==> config.mk <==
export PLATFORM = sky130hd
export DESIGN_NAME = bitmanip_unit
export DESIGN_NICKNAME = d
export VERILOG_FILES = /design/src/rtl/bmu_pkg.sv /design/src/rtl/bmu_ctrl.sv /design/src/rtl/bmu_datapath.sv /design/src/rtl/bitmanip_unit.sv
export SDC_FILE = /design/constraint.sdc
export NUM_CORES = 1
export LEC_CHECK = 0
export ABC_AREA = 1
export BUFFER_PORTS_ARGS = -buffer_cell sky130_fd_sc_hd__buf_4
export CORE_UTILIZATION = 58
export CTS_BUF_LIST = sky130_fd_sc_hd__clkbuf_2
export CTS_CLUSTER_SIZE = 40
export DETAILED_ROUTE_END_ITERATION = 16
export PLACE_DENSITY_LB_ADDON = 0.2
export SYNTH_ARGS = -nofsm -noshare
export SYNTH_HDL_FRONTEND = slang
export SYNTH_HIERARCHICAL = 1
export SYNTH_SLANG_ARGS = --single-unit
==> constraint.sdc <==
create_clock -name clk -period 2.1 [get_ports clk]
set_clock_uncertainty 0.15 [all_clocks]
set_input_delay 0 -clock clk [delete_from_list [all_inputs] [get_ports clk]]
set_output_delay 0 -clock clk [all_outputs]
set_load 0.1 [all_outputs]
==> src/rtl/bmu_pkg.sv <==
package bmu_pkg;
  typedef enum logic [1:0] {
    OP_WEAVE = 2'b00,
    OP_REV   = 2'b01,
    OP_POP   = 2'b10,
    OP_FFS   = 2'b11
  } bmuOp_e;

  typedef struct packed {
    logic   loadEn;
    bmuOp_e opSel;
  } bmuStrobe_t;
endpackage

==> src/rtl/bmu_ctrl.sv <==
module bmu_ctrl
  import bmu_pkg::*;
(
  input  logic       clk,
  input  logic       rstN,
  input  logic       inValid,
  input  logic [1:0] inOp,
  output bmuStrobe_t strobe,
  output logic       outValid
);
  always_comb begin
    strobe.loadEn = inValid;
    strobe.opSel  = bmuOp_e'(inOp);
  end

  always_ff @(posedge clk or negedge rstN) begin
    if (!rstN) outValid <= 1'b0;
    else       outValid <= inValid;
  end
endmodule

==> src/rtl/bmu_datapath.sv <==
module bmu_datapath
  import bmu_pkg::*;
#(
  parameter int DATA_W = 32
) (
  input  logic                clk,
  input  logic                rstN,
  input  bmuStrobe_t          strobe,
  input  logic [DATA_W-1:0]   srcA,
  input  logic [DATA_W/2-1:0] srcB,
  output logic [DATA_W-1:0]   outResult
);
  localparam int HALF_W = DATA_W / 2;
  localparam int CNT_W  = $clog2(DATA_W + 1);
  localparam int IDX_W  = $clog2(DATA_W);

  logic [DATA_W-1:0] weaveRes, revRes, popRes, ffsRes, nextRes;
  logic [CNT_W-1:0]  popCnt;
  logic [IDX_W-1:0]  ffsIdx;
  logic              anySet;

  for (genvar i = 0; i < HALF_W; i++) begin : g_weave
    assign weaveRes[2*i]   = srcA[i];
    assign weaveRes[2*i+1] = srcB[i];
  end

  for (genvar i = 0; i < DATA_W; i++) begin : g_rev
    assign revRes[i] = srcA[DATA_W-1-i];
  end

  always_comb begin
    popCnt = '0;
    for (int i = 0; i < DATA_W; i++) popCnt = popCnt + CNT_W'(srcA[i]);
    popRes = {{(DATA_W-CNT_W){1'b0}}, popCnt};
  end

  always_comb begin
    ffsIdx = '0;
    anySet = 1'b0;
    for (int i = DATA_W - 1; i >= 0; i--) begin
      if (srcA[i]) begin
        ffsIdx = IDX_W'(i);
        anySet = 1'b1;
      end
    end
    ffsRes = anySet ? {{(DATA_W-IDX_W){1'b0}}, ffsIdx} : {DATA_W{1'b1}};
  end

  always_comb begin
    unique case (strobe.opSel)
      OP_WEAVE: nextRes = weaveRes;
      OP_REV:   nextRes = revRes;
      OP_POP:   nextRes = popRes;
      OP_FFS:   nextRes = ffsRes;
      default:  nextRes = '0;
    endcase
  end

  always_ff @(posedge clk or negedge rstN) begin
    if (!rstN)              outResult <= '0;
    else if (strobe.loadEn) outResult <= nextRes;
  end
endmodule

==> src/rtl/bitmanip_unit.sv <==
module bitmanip_unit
  import bmu_pkg::*;
#(
  parameter int DATA_W = 32
) (
  input  logic                clk,
  input  logic                rstN,
  input  logic                inValid,
  input  logic [1:0]          inOp,
  input  logic [DATA_W-1:0]   srcA,
  input  logic [DATA_W/2-1:0] srcB,
  output logic                outValid,
  output logic [DATA_W-1:0]   outResult
);
  bmuStrobe_t strobe;

  bmu_ctrl u_ctrl (
    .clk(clk), .rstN(rstN), .inValid(inValid), .inOp(inOp),
    .strobe(strobe), .outValid(outValid)
  );

  bmu_datapath #(.DATA_W(DATA_W)) u_dp (
    .clk(clk), .rstN(rstN), .strobe(strobe),
    .srcA(srcA), .srcB(srcB), .outResult(outResult)
  );
endmodule

==> reports/qor_table.md, run 1 <==
| Stage | Metric | Value |
|:---|:---|:---|
| run status | Result of the run | did not finish |
| run status | Failing step | 4_1_cts |
| run status | First error message | [ERROR DPL-0038] Utilization greater than 100%, impossible to legalize |
| clocking | Total of hold buffers inserted after clock tree synthesis | 59 |
| place | Routability congestion estimate from global placement | 0.962 |
| place | Port bufs | 85 |
| floorplan | Core Rows | 24 |
| floorplan | Initial core utilization | 0.617 |
| floorplan | I/O pins | 86 |
| clocking | Count of buffers added by post-CTS timing repair for setup | 2 |
| clocking | Number of CTS-inserted buffers | 5 |
| clocking | Clock buffer depth | 2 |
| clocking | Clock net sink count | 33 |
| clocking | Number of H-tree levels | 2 |
| synthesis | Cell area after technology mapping | 2740 sq um |
| place | Detailed placement HPWL | 7.41 mm |
| clocking | Post-cts repair resize count | 14 |
| synthesis | Syn nets | 440 |
| synthesis | Cell count after synthesis | 356 |
| synthesis | Warning count from the yosys run | 6 |
| floorplan | Die outline width | 70.8 microns |
| synthesis | Register area share after synthesis | 0.301 |
| synthesis | Synth Area per Inst | 7.70 sq um |
| floorplan | Floorplan die height | 70.8 microns |
| synthesis | Flip-flop and latch count after synthesis | 33 |
| clocking | Root buffer cell | sky130_fd_sc_hd__clkbuf_2 |
| synthesis | Library cells used by synthesis | 26 |
-- synthesized netlist by cell type (all sizes together) --
cell type  instances  area, sq um
ha                 7         87.6
dfrtp             33          826
nor4               4         25.0
o31ai              2         15.0
inv               57          214
nor2              51          191
nand2             73          277
nor3               3         15.0
a311oi             1         8.76
clkbuf            10         37.5
a31oi             13         81.3
o21ba              1         10.0
o211ai             5         37.5
or4                1         7.51
buf                6         37.5
a221oi            15          131
fa                24          480
o21ai              8         40.0
a21oi             34          170
clkinv             1         3.75
nand3              4         20.0
o2111ai            3         26.3
-- per-stage QoR --
stage,worst slack (ns),hold WS (ns),cell area [sq um],util,std cells
2_1_floorplan,-2.37,-0.446,2780,-,356
3_3_place_gp,-2.62,-0.183,3810,0.858,527
3_5_place_dp,-2.75,-0.176,3810,0.858,527
-- logic make-up after synthesis --
family,Yosys count,synth area share
buf+inv,74,0.107
flops,33,0.301
fa+ha+maj,31,0.207
simple gates,136,0.195
compound gates,82,0.190
==> run 2, diff against run 1 <==
Settings changed: CORE_UTILIZATION 58 to 40, CTS_BUF_LIST sky130_fd_sc_hd__clkbuf_2 to default, CTS_CLUSTER_SIZE 40 to default, PLACE_DENSITY_LB_ADDON 0.2 to 0.15.
==> reports/qor_table.md, run 2 <==
| Stage | Metric | Value | Delta |
|:---|:---|:---|:---|
| run status | Result of the run | finished with violations |  |
| run status | Violations in the final reports | DRC, hold timing, setup timing |  |
| critical path | Worst setup path startpoint | srcA[17] |  |
| critical path | WP data arrival | 4.47 ns |  |
| timing | Setup repair after global routing missed its margin | yes |  |
| floorplan | Core Rows | 29 | +21% |
| power and ir drop | Maximum vdd ir drop | 1160 uV |  |
| layout | Register with the most flip-flops | u_dp/outResult |  |
| clocking | CTS clk-pin slew, worst paths | 0.09 ns |  |
| clocking | TritonCTS clock tree | yes |  |
| drt | Number of DRC violations after detailed routing | 8 |  |
| synthesis | Cell area after technology mapping | 2740 sq um | unchanged |
| run | Max-cap viol count | 0 |  |
| critical path | WP data required | 2.13 ns |  |
| clocking | Clk Latency, worst-skew pair | 0.29 ns |  |
| global routing | Number of global-route vias before repair | 3088 |  |
| global routing | First-pass GRT wire length | 14.8 mm |  |
| critical path | Worst path max stage delay | 0.57 ns |  |
| timing | Setup Viol. Count Final | 6 |  |
| global routing | GRT overflow | 0 |  |
| timing | Final total negative setup slack | -12.92 ns |  |
| synthesis | Yosys top cell area share | 0.301 | unchanged |
| critical path | Most used cell, CP | sky130_fd_sc_hd__fa_1 |  |
| clocking | Root buffer cell | sky130_fd_sc_hd__clkbuf_8 |  |
| critical path | Reg-to-reg critical path startpoint | u_dp/outResult[28] |  |
| drt | Count of TritonRoute iterations in the first routing pass | 12 |  |
| drt | DRC marker count from the first detailed-route iteration | 188 |  |
| synthesis | Syn nets | 440 | unchanged |
| place | Number of cells after detailed placement | 555 | +5.3% |
| drt | Total number of vias | 3104 |  |
| synthesis | Synth area leader | sky130_fd_sc_hd__dfrtp_1 |  |
| layout | Number of nets in the final layout | 604 |  |
| critical path | Type of origin of the critical path | primary input |  |
| drt | Final wirelength | 9.53 mm |  |
| hold path | Worst hold path class | in2reg |  |
| drt | DR WL/cell | 15.9 microns |  |
| layout | Leading cell type in the layout, fill and taps excluded | sky130_fd_sc_hd__buf_4 |  |
| layout | Number of filler instances in the final layout | 557 |  |
| layout | Fraction of final layout cells with drive strength greater than 1 | 0.365 |  |
| power and ir drop | Total power density per cell area | 1280 nW/um^2 |  |
| critical path | Top fanout value on the critical path | 2 |  |
| clocking | Clock buffer depth | 2 | unchanged |
| critical path | Endpoint kind of the worst setup timing path | register |  |
| critical path | Crit Path Category | in2reg |  |
| clocking | Number of CTS-inserted buffers | 5 | unchanged |
| global routing | Initial antenna violation count | 0 |  |
| synthesis | Library cells used by synthesis | 26 | unchanged |
| timing | Worst-margin pin slew | 0.536 ns |  |
| global routing | All-Layer GR Usage | 0.269 |  |
| timing | Number of hold violations in the final report | 2 |  |
| layout | Final std cells w/o fill | 598 |  |
| synthesis | Synth Area per Inst | 7.70 sq um | unchanged |
| timing | Highest clock rate | 0.225 GHz |  |
| critical path | Cell-by-cell trace of the critical path | buf_8 -> fa_1 -> inv_2 -> fa_1 -> inv_1 -> fa_1 -> inv_1 -> fa_1 -> fa_1 -> fa_1 -> inv_2 -> ha_4 -> fa_2 -> a21oi_2 -> o21ba_2 -> inv_2 -> o21ai_2 -> o2111ai_2 -> o211ai_1 -> nand2_1 |  |
| critical path | R2R Setup Slk | 1.29 ns |  |
| synthesis | Leading post-synthesis cells by instance count | sky130_fd_sc_hd__nand2_1 (72), sky130_fd_sc_hd__nor2_1 (51), sky130_fd_sc_hd__inv_1 (49), sky130_fd_sc_hd__a21oi_1 (34), sky130_fd_sc_hd__dfrtp_1 (33) |  |
| layout | Count of antenna diodes in the layout | 0 |  |
| synthesis | Predominant post-synthesis flop cell | sky130_fd_sc_hd__dfrtp_1 |  |
| critical path | R2R depth | 2 |  |
| synthesis | Async set or reset register ratio after synthesis | 1.00 | unchanged |
| synthesis | Flip-flop and latch count after synthesis | 33 | unchanged |
| clocking | Clock net sink count | 33 | unchanged |
| floorplan | Initial core utilization | 0.422 | -0.195 |
| synthesis | Top cells by area, synth | sky130_fd_sc_hd__dfrtp_1 (30%), sky130_fd_sc_hd__fa_1 (18%), sky130_fd_sc_hd__nand2_1 (9.9%) |  |
| layout | Top Registers | u_dp/outResult: 32 flops, u_ctrl/outValid: 1 flops |  |
| timing | Final clock period utilization by the worst path | 2.11 |  |
| timing | Worst relative slew slack | 0.640 |  |
| floorplan | Area of the core region | 6490 sq um |  |
| power and ir drop | Total Power | 5.66 mW |  |
| drt | ANT nets after route | 0 |  |
| layout | Commonest non-fill, non-tap cells in the layout | sky130_fd_sc_hd__buf_4 (139), sky130_fd_sc_hd__nand2_1 (71), sky130_fd_sc_hd__nor2_1 (46), sky130_fd_sc_hd__inv_1 (45), sky130_fd_sc_hd__dfrtp_1 (33) |  |
| timing | Count of pins over their slew limit | 0 |  |
| critical path | Destination of the worst register-to-register timing path | u_dp/outResult[28] |  |
| layout | Flip-flop count of the largest register, all copies and words added | 32 |  |
| place | Detailed placement HPWL | 7.17 mm | -3.2% |
| hold path | Cells on Worst Hold Path | 4 |  |
| place | Port bufs | 85 | unchanged |
| layout | Area Growth Syn to Fin | 61.4% |  |
| synthesis | Cell with the most instances after synthesis | sky130_fd_sc_hd__nand2_1 |  |
| floorplan | Area of the die | 7190 sq um |  |
| synthesis | Cell count after synthesis | 356 | unchanged |
| floorplan | Die outline width | 84.8 microns | +20% |
| timing | Minimum clock period | 4.44 ns |  |
| power and ir drop | Leakage Power | 2.20 nW |  |
| timing | Post-Route Hold Slack | -0.00137 ns |  |
| floorplan | Floorplan die height | 84.8 microns | +20% |
| critical path | Worst path slowest cell | sky130_fd_sc_hd__fa_1 |  |
| place | Routability congestion estimate from global placement | 0.897 | -6.7% |
| synthesis | Post-synth EDFFs | 0 | unchanged |
| floorplan | I/O pins | 86 | unchanged |
| critical path | Last element of the critical path | u_dp/outResult[4] |  |
| drt | Post-DR vias/cell | 5.19 |  |
| timing | Post-route setup slack | -2.34 ns |  |
| global routing | Maximum number of pins on one net before global-route repair | 34 |  |
| place | Worst slack at placement | -2.71 ns | +0.0400 ns |
| synthesis | Warning count from the yosys run | 6 | unchanged |
| clocking | Number of H-tree levels | 2 | unchanged |
| synthesis | Register area share after synthesis | 0.301 | unchanged |
-- run 2: cell counts after synthesis --
No cell type changed its count.
-- run 2: cell type report --
| class | instances | area (sq um) | share of cell area |
|---|---|---|---|
| multi-input cells | 249 | 1770 | 0.399 |
| repair buffers | 173 | 1400 | 0.317 |
| flip-flops and latches | 33 | 826 | 0.187 |
| inverters | 58 | 218 | 0.0492 |
| well taps | 77 | 96.3 | 0.0218 |
| clock buffers | 7 | 86.3 | 0.0195 |
| clock inverters | 1 | 30.0 | 0.00679 |
-- run 2: what timing repair did --
action	in CTS	in global routing
pin swaps	15	9
buffers inserted	3	3
resized for setup	11	20
endpoints found under the setup margin	6	32
hold buffers	29	0
hold endpoints to repair	52	0
-- run 2: logic make-up (layout without fill, tap and decap cells) --
group / count (synthesis) / after routing / synth area share
adder cells (fa/ha/maj): 31 / 31 / 0.207
flip-flops: 33 / 33 / 0.301
AND/OR/NAND/NOR: 136 / 136 / 0.195
buffers and inverters: 74 / 239 / 0.107
AO/OA/AOI/OAI: 82 / 82 / 0.190
-- run 2: layer usage --
layer / GRT usage / share of wire / up-vias
met3: 0.0472 / 0.065 / 10
met5: 0 / 0 / -
met2: 0.440 / 0.49 / 137
met4: 0.0909 / 0.013 / 0
met1: 0.362 / 0.44 / 1463
li1: - / - / 1494
-- run 2: per-stage QoR --
stage,util,hold slack [ns],area [sq um]
floorplan,-,-0.446,2780
global placement,0.593,-0.173,3850
detailed placement,0.593,-0.173,3850
CTS,0.665,0.00171,4320
global route,0.681,0.0143,4430
finish,0.681,-0.00137,4430
-- run 2: worst max-delay path, delay by kind of cell --
family	cells	cell delay, ns
AO/OA/AOI/OAI	5	0.63
adder cells (fa/ha/maj)	8	3.44
buffers and inverters	6	0.33
AND/OR/NAND/NOR	1	0.06
-- run 2: worst min path at each step --
stage,start,end,slack [ns]
4_1_cts,srcA[10],u_dp/outResult[21],0.002
6_report,srcA[10],u_dp/outResult[21],-0.001
3_5_place_dp,rstN,u_dp/outResult[13],-0.17
3_3_place_gp,rstN,u_dp/outResult[13],-0.17
5_1_grt,srcA[10],u_dp/outResult[21],0.01
2_1_floorplan,rstN,u_ctrl/outValid,-0.45
-- run 2: where the power goes --
group | switching, mW | internal [mW] | total (mW)
logic | 2.41 | 1.81 | 4.22
clock network | 0.269 | 0.387 | 0.657
registers | 0.0532 | 0.727 | 0.780
(Power assumes the default switching activity.)
==> run 3, diff against run 2 <==
Settings changed: ABC_AREA 1 to default, SLEW_MARGIN from default to 20.
==> reports/qor_table.md, run 3 <==
| Stage | Metric | Value | Delta |
|:---|:---|:---|:---|
| layout | Top Registers | u_dp/outResult: 32 flops, u_ctrl/outValid: 1 flops |  |
| synthesis | Cell area after technology mapping | 3020 sq um | +10% |
| floorplan | Floorplan die height | 89.0 microns | +4.9% |
| floorplan | Initial core utilization | 0.415 | -0.00755 |
| global routing | Maximum number of pins on one net before global-route repair | 46 | +35% |
| critical path | Most used cell, CP | sky130_fd_sc_hd__fa_1 |  |
| synthesis | Predominant post-synthesis flop cell | sky130_fd_sc_hd__dfrtp_1 |  |
| drt | Final wirelength | 9.66 mm | +1.4% |
| layout | Number of nets in the final layout | 539 | -11% |
| floorplan | Area of the core region | 7290 sq um | +12% |
| clocking | Clock net sink count | 33 | unchanged |
| timing | Setup Viol. Count Final | 6 | unchanged |
| run status | Violations in the final reports | hold timing, setup timing |  |
| layout | Final core area utilization | 0.587 | -0.0947 |
| floorplan | Core Rows | 31 | +6.9% |
| floorplan | Die outline width | 89.0 microns | +4.9% |
| clocking | TritonCTS clock tree | yes |  |
| drt | Count of TritonRoute iterations in the first routing pass | 5 | -7 |
| critical path | Type of origin of the critical path | primary input |  |
| critical path | WP data arrival | 4.63 ns | +0.16 ns |
| critical path | WP data required | 2.12 ns | about the same |
| critical path | Worst path max stage delay | 0.55 ns | -0.02 ns |
| critical path | Worst path slowest cell | sky130_fd_sc_hd__fa_1 |  |
| floorplan | I/O pins | 86 | unchanged |
| layout | Register with the most flip-flops | u_dp/outResult |  |
| synthesis | Library cells used by synthesis | 44 | +69% |
| drt | DR WL/cell | 17.4 microns | +9.2% |
| run | Max-cap viol count | 0 | unchanged |
| place | Routability congestion estimate from global placement | 1.01 | +13% |
| synthesis | Yosys top cell area share | 0.273 | -0.0280 |
| place | Detailed placement HPWL | 7.70 mm | +7.4% |
| power and ir drop | Maximum vdd ir drop | 1500 uV | +30% |
| global routing | All-Layer GR Usage | 0.254 | -0.0145 |
| layout | Fraction of final layout cells with drive strength greater than 1 | 0.364 | -0.000648 |
| power and ir drop | Total power density per cell area | 1250 nW/um^2 | -2.1% |
| clocking | CTS clk-pin slew, worst paths | 0.07 ns | -0.02 ns |
| timing | Final clock period utilization by the worst path | 2.20 | +0.0830 |
| clocking | Number of H-tree levels | 2 | unchanged |
| power and ir drop | Leakage Power | 2.02 nW | -8.2% |
| drt | Number of DRC violations after detailed routing | 0 | -8 |
| critical path | Crit Path Category | in2reg |  |
| critical path | Top fanout value on the critical path | 2 | unchanged |
| synthesis | Cell count after synthesis | 327 | -8.1% |
| run status | Result of the run | finished with violations |  |
| place | Worst slack at placement | -2.88 ns | -0.168 ns |
| critical path | Top delay family on crit path | adder cells |  |
| timing | Worst relative slew slack | 0.702 | +0.0613 |
| synthesis | Post-synth EDFFs | 0 | unchanged |
| drt | ANT nets after route | 0 | unchanged |
| timing | Count of pins over their slew limit | 0 | unchanged |
| hold path | Worst hold path class | in2reg |  |
| timing | Setup repair after global routing missed its margin | yes |  |
| clocking | Number of CTS-inserted buffers | 5 | unchanged |
| synthesis | Leading post-synthesis cells by instance count | sky130_fd_sc_hd__nor2_1 (46), sky130_fd_sc_hd__inv_1 (34), sky130_fd_sc_hd__dfrtp_1 (33), sky130_fd_sc_hd__a21oi_1 (27), sky130_fd_sc_hd__mux2i_1 (26) |  |
| layout | Area Growth Syn to Fin | 41.5% |  |
| drt | Post-DR vias/cell | 5.40 | +4.0% |
| global routing | Initial antenna violation count | 0 | unchanged |
| layout | Number of filler instances in the final layout | 685 | +23% |
| global routing | First-pass GRT wire length | 14.8 mm | +0.33% |
| global routing | GRT overflow | 0 | unchanged |
| critical path | Number of buffer and inverter instances along the worst setup path | 5 | -1 |
| floorplan | Area of the die | 7910 sq um | +10% |
| power and ir drop | Total Power | 5.35 mW | -5.4% |
| layout | Count of antenna diodes in the layout | 0 | unchanged |
| synthesis | Warning count from the yosys run | 6 | unchanged |
| timing | Post-Route Hold Slack | -0.00161 ns | -0.000235 ns |
| place | Port bufs | 85 | unchanged |
| synthesis | Synth Area per Inst | 9.25 sq um | +20% |
| clocking | Root buffer cell | sky130_fd_sc_hd__clkbuf_8 |  |
| critical path | Endpoint kind of the worst setup timing path | register |  |
| timing | Post-route setup slack | -2.51 ns | -0.174 ns |
| synthesis | Top cells by area, synth | sky130_fd_sc_hd__dfrtp_1 (27%), sky130_fd_sc_hd__fa_1 (16%), sky130_fd_sc_hd__mux2i_1 (8.6%) |  |
| clocking | Clk Latency, worst-skew pair | 0.28 ns | about the same |
| timing | Number of hold violations in the final report | 2 | unchanged |
| synthesis | Synth area leader | sky130_fd_sc_hd__dfrtp_1 |  |
| critical path | Cell-by-cell trace of the critical path | buf_8 -> fa_1 -> inv_2 -> fa_1 -> inv_2 -> fa_1 -> inv_1 -> fa_1 -> fa_1 -> fa_1 -> inv_2 -> ha_4 -> fa_2 -> a21o_1 -> a21oi_2 -> mux2_4 -> a211oi_2 -> nor3_1 |  |
| timing | Minimum clock period | 4.61 ns | +0.174 ns |
| global routing | Number of global-route vias before repair | 2901 | -6.1% |
| layout | Commonest non-fill, non-tap cells in the layout | sky130_fd_sc_hd__buf_4 (133), sky130_fd_sc_hd__nor2_1 (46), sky130_fd_sc_hd__dfrtp_1 (33), sky130_fd_sc_hd__inv_1 (31), sky130_fd_sc_hd__mux2i_1 (26) |  |
| layout | Flip-flop count of the largest register, all copies and words added | 32 | unchanged |
| layout | Leading cell type in the layout, fill and taps excluded | sky130_fd_sc_hd__buf_4 |  |
| timing | Highest clock rate | 0.217 GHz | -3.8% |
| synthesis | Cell with the most instances after synthesis | sky130_fd_sc_hd__nor2_1 |  |
| synthesis | Async set or reset register ratio after synthesis | 1.00 | unchanged |
| drt | Total number of vias | 2996 | -3.5% |
| drt | DRC marker count from the first detailed-route iteration | 166 | -12% |
| clocking | Clock buffer depth | 2 | unchanged |
| timing | Worst-margin pin slew | 0.448 ns | -0.0887 ns |
| synthesis | Flip-flop and latch count after synthesis | 33 | unchanged |
| synthesis | Syn nets | 411 | -6.6% |
| synthesis | Register area share after synthesis | 0.273 | -0.0280 |
==> run 3: changes by cell type after synthesis, sizes merged, moves of 5 or more <==
cell,change
a31oi,-10
or4,+5
nor4,+8
o21ai,+7
inv,-23
a221oi,-15
buf,+5
o211ai,+11
o21a,+14
a21oi,-6
mux2i,+26
nand2,-69
nor2,-5
==> run 3: kinds of logic after synthesis <==
kind of cell    Yosys count  synth area share
mux                      27            0.0898
compound gates           96             0.209
flops                    33             0.273
fa+ha+maj                31             0.188
xor+xnor                  1           0.00290
buf+inv                  55            0.0786
simple gates             84             0.159
==> run 3: timing repair <==
| action | 4_1_cts | 5_1_grt |
|---|---|---|
| buffers inserted | 2 | 2 |
| pin swaps | 17 | 8 |
| gates cloned | 0 | 0 |
| hold endpoints to repair | 44 | 0 |
| setup endpoints to repair | 6 | 6 |
| hold buffers | 7 | 0 |
| gates resized for setup | 8 | 5 |
==> run 3: worst paths after layout <==
path / start / cells after the start / slack (ns) / end
min in group asynchronous: rstN / 2 / 0.05 / u_dp/outResult[7]
min: srcB[4] / 4 / -0.002 / u_dp/outResult[9]
min reg2reg: u_dp/outResult[23] / 1 / 0.34 / u_dp/outResult[23]
max in group asynchronous: rstN / 2 / 1.43 / u_dp/outResult[8]
max: srcA[17] / 18 / -2.51 / u_dp/outResult[4]
max reg2reg: u_dp/outResult[0] / 3 / 1.02 / u_dp/outResult[0]
==> run 3: layout make-up <==
type,count,area [sq um],share of cell area
inverter,34,128,0.0298
timing repair buffer,142,1090,0.256
clock inverter,2,10.0,0.00234
clock buffer,6,72.6,0.0170
sequential,33,826,0.193
multi-input combinational,239,2020,0.473
tap,99,124,0.0290
==> run 3: power breakdown <==
| part | switching [mW] | internal [mW] | leakage (nW) | total, mW |
|---|---|---|---|---|
| Clock | 0.244 | 0.230 | 0.0450 | 0.474 |
| Sequential | 0.0596 | 0.736 | 0.391 | 0.796 |
| Combinational | 2.24 | 1.84 | 1.59 | 4.08 |
==> run 3: through the flow <==
step	hold WS, ns	instance area (sq um)	setup TNS [ns]	instances
final	-0.00161	4280	-12.90	555
after global routing	0.00989	4280	-13.69	555
after CTS	0.00122	4270	-12.96	555
after detailed placement	-0.175	4060	-14.68	538
after global placement	-0.182	4060	-14.56	538
after floorplan	-0.446	3050	-12.93	327
==> run 3: layer usage <==
metal	global-route usage	vias to the layer above	share of wire
met3	0.0388	9	0.060
met5	0	-	0
li1	-	1412	-
met2	0.412	113	0.47
met4	0.0620	0	0.010
met1	0.360	1462	0.46
==> run 3: worst register-to-register path, stage by stage, from the launching register on <==
cell and delay, ns:
sky130_fd_sc_hd__dfrtp_1 0.39, sky130_fd_sc_hd__o21ai_0 0.20, sky130_fd_sc_hd__a31oi_1 0.07, sky130_fd_sc_hd__o21bai_1 0.16
